[config.mk]
export PLATFORM = sky130hd
export DESIGN_NAME = lutsec_top
export DESIGN_NICKNAME = d
export VERILOG_FILES = /design/src/rtl/lutsec_pkg.sv /design/src/rtl/lutsec_mem.sv /design/src/rtl/lutsec_capture.sv /design/src/rtl/lutsec_outreg.sv /design/src/rtl/lutsec_top.sv
export SDC_FILE = /design/constraint.sdc
export NUM_CORES = 2
export LEC_CHECK = 0
export CAP_MARGIN = 5
export CORE_MARGIN = 4
export CORE_UTILIZATION = 55
export CTS_BUF_LIST = sky130_fd_sc_hd__clkbuf_4
export DETAILED_ROUTE_END_ITERATION = 7
export PLACE_DENSITY = 0.75
export SLEW_MARGIN = 20
export SYNTH_ARGS = -nofsm -noshare
export SYNTH_HDL_FRONTEND = slang
export SYNTH_SLANG_ARGS = --single-unit
[constraint.sdc]
create_clock -name clk -period 4.9 [get_ports clk]
set_clock_uncertainty 0.1 [all_clocks]
set_input_delay 0.735 -clock clk [delete_from_list [all_inputs] [get_ports clk]]
set_output_delay 0.735 -clock clk [all_outputs]
set_load 0.005 [all_outputs]
[src/rtl/lutsec_pkg.sv]
package lutsec_pkg;

    // Capture machine for the strobe-latched pattern register
    typedef enum logic [0:0] {
        CAP_EMPTY = 1'b0,
        CAP_HELD  = 1'b1
    } cap_state_t;

endpackage

[src/rtl/lutsec_mem.sv]
module lutsec_mem #(
    parameter int ADDR_W = 8,
    parameter int DATA_W = 8
) (
    input  logic              clk,
    input  logic              wr_en,
    input  logic [ADDR_W-1:0] wr_addr,
    input  logic [DATA_W-1:0] wr_data,
    input  logic [ADDR_W-1:0] fn_addr,
    output logic [DATA_W-1:0] fn_word,
    input  logic [ADDR_W-1:0] rb_addr,
    output logic [DATA_W-1:0] rb_word
);
    localparam int DEPTH = 1 << ADDR_W;

    logic [DATA_W-1:0] table_q [DEPTH];

    // Synchronous write, contents not reset
    always_ff @(posedge clk) begin
        if (wr_en) begin
            table_q[wr_addr] <= wr_data;
        end
    end

    // Two asynchronous read ports: live function path and readback
    always_comb begin
        fn_word = table_q[fn_addr];
        rb_word = table_q[rb_addr];
    end

endmodule

[src/rtl/lutsec_capture.sv]
module lutsec_capture
    import lutsec_pkg::*;
#(
    parameter int W = 8
) (
    input  logic         clk,
    input  logic         rst_n,
    input  logic [W-1:0] in_lines,
    input  logic         strobe,
    input  logic         clr,
    output logic [W-1:0] pattern,
    output logic         held
);
    cap_state_t state_q;
    cap_state_t state_d;

    // Next-state logic: capture and release transitions, clear has priority
    always_comb begin
        state_d = state_q;
        unique case (state_q)
            CAP_EMPTY: begin
                if (strobe && !clr) begin
                    state_d = CAP_HELD;
                end
            end
            CAP_HELD: begin
                if (clr) begin
                    state_d = CAP_EMPTY;
                end
            end
            default: state_d = CAP_EMPTY;
        endcase
    end

    // State register
    always_ff @(posedge clk or negedge rst_n) begin
        if (!rst_n) begin
            state_q <= CAP_EMPTY;
        end else begin
            state_q <= state_d;
        end
    end

    // Pattern register loads only on the capture transition
    always_ff @(posedge clk or negedge rst_n) begin
        if (!rst_n) begin
            pattern <= '0;
        end else if (clr) begin
            pattern <= '0;
        end else if (state_q == CAP_EMPTY && strobe) begin
            pattern <= in_lines;
        end
    end

    // Outputs decoded from state
    always_comb begin
        held = (state_q == CAP_HELD);
    end

endmodule

[src/rtl/lutsec_outreg.sv]
module lutsec_outreg #(
    parameter int W = 8
) (
    input  logic         clk,
    input  logic         rst_n,
    input  logic [W-1:0] word_in,
    output logic [W-1:0] word_q
);
    always_ff @(posedge clk or negedge rst_n) begin
        if (!rst_n) begin
            word_q <= '0;
        end else begin
            word_q <= word_in;
        end
    end

endmodule

[src/rtl/lutsec_top.sv]
module lutsec_top #(
    parameter int IN_W  = 8,
    parameter int OUT_W = 8
) (
    input  logic             clk,
    input  logic             rst_n,
    input  logic [IN_W-1:0]  in_lines,
    input  logic             strobe,
    input  logic             clear_ext,
    input  logic             clear_cmd,
    input  logic             wr_en,
    input  logic [IN_W-1:0]  wr_addr,
    input  logic [OUT_W-1:0] wr_data,
    input  logic [IN_W-1:0]  rd_addr,
    output logic [OUT_W-1:0] rd_data,
    output logic [OUT_W-1:0] func_out,
    output logic [IN_W-1:0]  pattern,
    output logic             strobe_seen
);
    logic             clr_any;
    logic [OUT_W-1:0] lut_word;

    assign clr_any = clear_ext | clear_cmd;

    lutsec_mem #(
        .ADDR_W (IN_W),
        .DATA_W (OUT_W)
    ) u_mem (
        .clk     (clk),
        .wr_en   (wr_en),
        .wr_addr (wr_addr),
        .wr_data (wr_data),
        .fn_addr (in_lines),
        .fn_word (lut_word),
        .rb_addr (rd_addr),
        .rb_word (rd_data)
    );

    lutsec_outreg #(
        .W (OUT_W)
    ) u_outreg (
        .clk     (clk),
        .rst_n   (rst_n),
        .word_in (lut_word),
        .word_q  (func_out)
    );

    lutsec_capture #(
        .W (IN_W)
    ) u_capture (
        .clk      (clk),
        .rst_n    (rst_n),
        .in_lines (in_lines),
        .strobe   (strobe),
        .clr      (clr_any),
        .pattern  (pattern),
        .held     (strobe_seen)
    );

endmodule

Word-level counts from Yosys, hierarchy flattened. Memories as Yosys holds them, arrays and structs flattened. A register that Yosys moved wholly into a read port is not among the register bits. Index checks and enable logic that the tools add are counted.

Memory bits (writable): 2048. Logic and storage cells: 17. Output and inout bits: 25. Input port bits: 38. Memories: 1. Register bits: 9.

Bitwise logic cells: 2. Mux-type cells: 7. Reductions and logical operators: 5.

Memories: u_mem.table_q (depth 256, width 8, read ports 2, clocked after Yosys merged registers in 1, write ports 1, RTL line lutsec_mem.sv:16) `logic [DATA_W-1:0] table_q [DEPTH];`.

Operators with widths (count): two-way mux 8 bit (2); two-way mux 1 bit (4); logical AND 1 bit (2); zero test 1 bit (2); one-hot mux 1 bit (2 select lines) (1); nonzero test 2 bit (1); inverter 1 bit (1); OR 1 bit (1).

Depth between registers and ports, before layout.
Depth in word-level cells: 5. Mapped depth: 12. Depth with buffers taken out: 7.

Cells and area by module. Synthesis repeated with hierarchy kept, for this count alone.

Cells, all modules: 4877. Area, all modules: 97305.8 µm².

Modules (own cells, without submodules): lutsec_mem (cells each 4831, sequential area each 61499.0 µm², area each 96652.7 µm², instances 1); lutsec_capture (cells each 37, sequential area each 225.2 µm², area each 446.7 µm², instances 1); lutsec_outreg (cells each 8, sequential area each 200.2 µm², area each 200.2 µm², instances 1); lutsec_top (cells each 1, sequential area each 0.0 µm², area each 6.3 µm², instances 1).

Worst setup path before layout. Ideal clock, no wire load.

Path type: input-to-output. Start point: input rd_addr[0]. End point: output rd_data[6]. Stages on the path: 10. Slack: 1393 ps. Required time: 4065 ps. Path buffers: 4. Data arrival time: 2672 ps. Path through: buf_6 -> buf_8 -> buf_4 -> buf_2 -> mux4_2 -> a22oi_1 -> a21oi_1 -> nor2_1 -> o211ai_1 -> and3_1.

Longest elaborated chain between the ends: 1.

RTL lines: start, declared (RTL line lutsec_top.sv:14) `input logic [IN_W-1:0] rd_addr,`; memory read (256 x 8 bit); end, declared (RTL line lutsec_top.sv:15) `output logic [OUT_W-1:0] rd_data,`.

No other way between the ends.

==> flow_summary.toml <==
[critical_path]
cp-start-kind = "register"
crit_top_cell = "nor2_1"
crit_path_max_fanout = 2
crit_type = "register to primary output"
slowest_delay_ns = 0.50
slowest_stage = "mux4_2"
end_kind = "primary output"
crit_start = "u_mem.table_q[212][3]$_DFFE_PP_"
crit_chain = "mux4_2 > a22oi_1 > a21oi_1 > nor2_1 > nor2_1 > a211oi_2 > nor3_4 > dlygate4sd2_1"
required_ns = 4.07
rr_startpoint = "u_mem.table_q[208][2]$_DFFE_PP_"
cp_data_arrival_time_ns = 4.05

[timing]
finalSetupViolCount = 0
fin_crit_sh_pct = 99.7
hold_ws_ns = 0.156
fin_setup_tns_ns = 0
maxSlewViolCount = 0
hold_viol_final = 0
post-route-min-period_ns = 4.88
rsz0062_at_grt = "false"
tightest_slew_ns = 1.21
max_freq_mhz = 205
slew_headroom_pct = 18.6

[grt]
grt_max_degree = 124
grt_pass1_vias = 61900
grt_pass1_wl_um = 437000
grt.total_usage_pct = 33.7
antenna_found_initial = 23
grt_overflow = 0

[floorplan]
fp.coreArea_mm2 = 0.174
die_h_um = 427
die-area_mm2 = 0.183
dieWidth_um = 427
io_pins = 63
std_cell_rows = 153
start_util_pct = 55.4

[synth]
synth_area_mm2 = 0.0967
syn_nets = 5206
ys_seq_elements = 2065
ys_types = 62
synth.top_cell.area_share_pct = 63.6
async_reset_ff_share_pct = 0.823
yosys-top-cells-area = "edfxtp_1 64%, mux4_2 20%, mux2i_1 3.1%"
syn_inst = 5168
synth_edf_count = 2048
syn_area_per_cell_um2 = 18.7
synth.most_common_cell = "edfxtp_1"
seq_area_frac_synth_pct = 64.0
synth_top_cell_by_area = "edfxtp_1"
netlist_top_cells_count = "2048 x edfxtp_1, 876 x mux4_2, 372 x nor2_1"
synthFlopType = "edfxtp_1"
synth_warnings = 0

[drt]
ant_nets = 0
vias = 61800
drt_wl_total_um = 306000
drc = 0
wl_per_cell_um = 36.0
via_per_inst = 7.26
firstDrtPassIters = 8
drtIter0Drc = 11100

[power_and_ir_drop]
p_leak_nw = 35.3
ir_worst_vdd_uv = 300
cellPowerDensity_mw_per_mm2 = 346

[cts]
root_buffer = "clkbuf_4"
clock_latency_ns = 1.41
htree_levels = 6
cts_buffers = 553
cts_sinks = 2065
cts_buffer_depth = 4
cts_tree = "built"
clk_pin_slew_ns = 0.06

[placement]
portBuffers = 62
dp_hpwl_um = 203000
routabilityCongestion = 1.02

[run_status]
status = "completed"

[finish]
final_nets = 5851
drive_gt1_share_pct = 36.9
area_growth_syn_to_layout_pct = 12.6

[hold_path]
hp-start = "in_lines[7]"
hp-class = "input pin to register"

[flow_run]
maxCapViolCount = 0
==> path summary, 6_finish.rpt <==
path,to,slack (ns),cells after the start
setup / recovery,rd_data[3],0.02,8
hold / removal,u_capture.pattern[7]$_DFFE_PN0P_,0.16,3
setup reg to reg,u_outreg.word_q[2]$_DFF_PN0_,1.49,7
hold reg to reg,u_capture.pattern[2]$_DFFE_PN0P_,0.43,2
max in group asynchronous,u_outreg.word_q[3]$_DFF_PN0_,4.15,3
min in group asynchronous,u_outreg.word_q[0]$_DFF_PN0_,0.19,3
==> through the flow <==
| step | instance area (um^2) | std cells | total power, mW | utilization, % | setup WS, ns |
|---|---|---|---|---|---|
| after floorplan | 96700 | 5168 | 21.7 | - | 1.39 |
| after global placement | 102000 | 7564 | 23.3 | 58.4 | -0.769 |
| after detailed placement | 102000 | 7564 | 23.3 | 58.4 | -0.776 |
| after CTS | 109000 | 8494 | 37.8 | 62.4 | 0.00743 |
| after global routing | 109000 | 8506 | 39.0 | 62.4 | 0.0105 |
| final | 109000 | 8517 | 37.7 | 62.4 | 0.0168 |
==> cells by family after synthesis <==
kind of cell,count (synthesis),synth area share (%)
DFF,2065,64.0
and+or+nand+nor,679,3.07
buffers and inverters,433,2.90
muxes,1217,24.2
AOI/OAI and AO/OA,774,5.75
==> flip-flops by register name, indices dropped and copies added, names as in the netlist <==
| signal | count |
|---|---|
| u_capture.held | 1 |
| u_capture.pattern | 8 |
| u_mem.table_q | 2048 |
| u_outreg.word_q | 8 |
==> where the power goes <==
part	internal [mW]	switching, mW
clock network	7.51	7.14
logic	1.39	2.21
registers	19.5	0.0208
==> layout make-up <==
cell class | count | area (um^2)
Antenna cell | 23 | 57.6
Clock buffer | 766 | 5750
Clock inverter | 145 | 741
Fill cell | 12200 | 65500
Inverter | 5 | 18.8
Multi-Input combinational cell | 2670 | 32400
Sequential cell | 2065 | 61900
Tap cell | 2325 | 2910
Timing Repair Buffer | 518 | 5040
==> worst max-delay path: cells and delay by family (launching register included) <==
family / cells / cell delay, ns
AO/OA/AOI/OAI: 3 / 0.78
buffers and inverters: 1 / 0.29
flip-flops: 1 / 0.40
multiplexers: 1 / 0.50
AND/OR/NAND/NOR: 3 / 0.68
==> what timing repair did <==
item,4_1_cts,5_1_grt
hold buffers,17,0
gates resized for setup,90,1
hold endpoints to repair,412,0
pin swaps,37,5
endpoints found under the setup margin,8,1
buffers inserted,4,0
==> metal layers <==
| metal | part of all wire [%] | vias to the layer above | routed length [um] | global-route usage, % |
|---|---|---|---|---|
| met5 | 0.019 | - | 57 | 0 |
| met4 | 7.0 | 6 | 21600 | 20.8 |
| met3 | 14 | 1098 | 42200 | 10.3 |
| met2 | 46 | 5545 | 142000 | 51.1 |
| met1 | 33 | 31300 | 100000 | 43.0 |
| li1 | - | 23900 | - | - |
==> layout by cell type (no fill, tap or decap), types with 23 or more instances in the layout <==
master and count:
mux2i_1 302, clkdlybuf4s50_1 34, a22o_1 36, clkbuf_4 766, nand2_1 104, mux4_2 877
a21oi_1 132, nand3_1 48, diode_2 23, buf_12 75, o21ai_0 25, buf_4 367
a22oi_1 208, o221ai_1 60, a211oi_1 45, clkinv_1 101, a221oi_1 47, nor3_1 36
o22ai_1 87, nor2_1 367, edfxtp_1 2048
(Power assumes the default switching activity.)
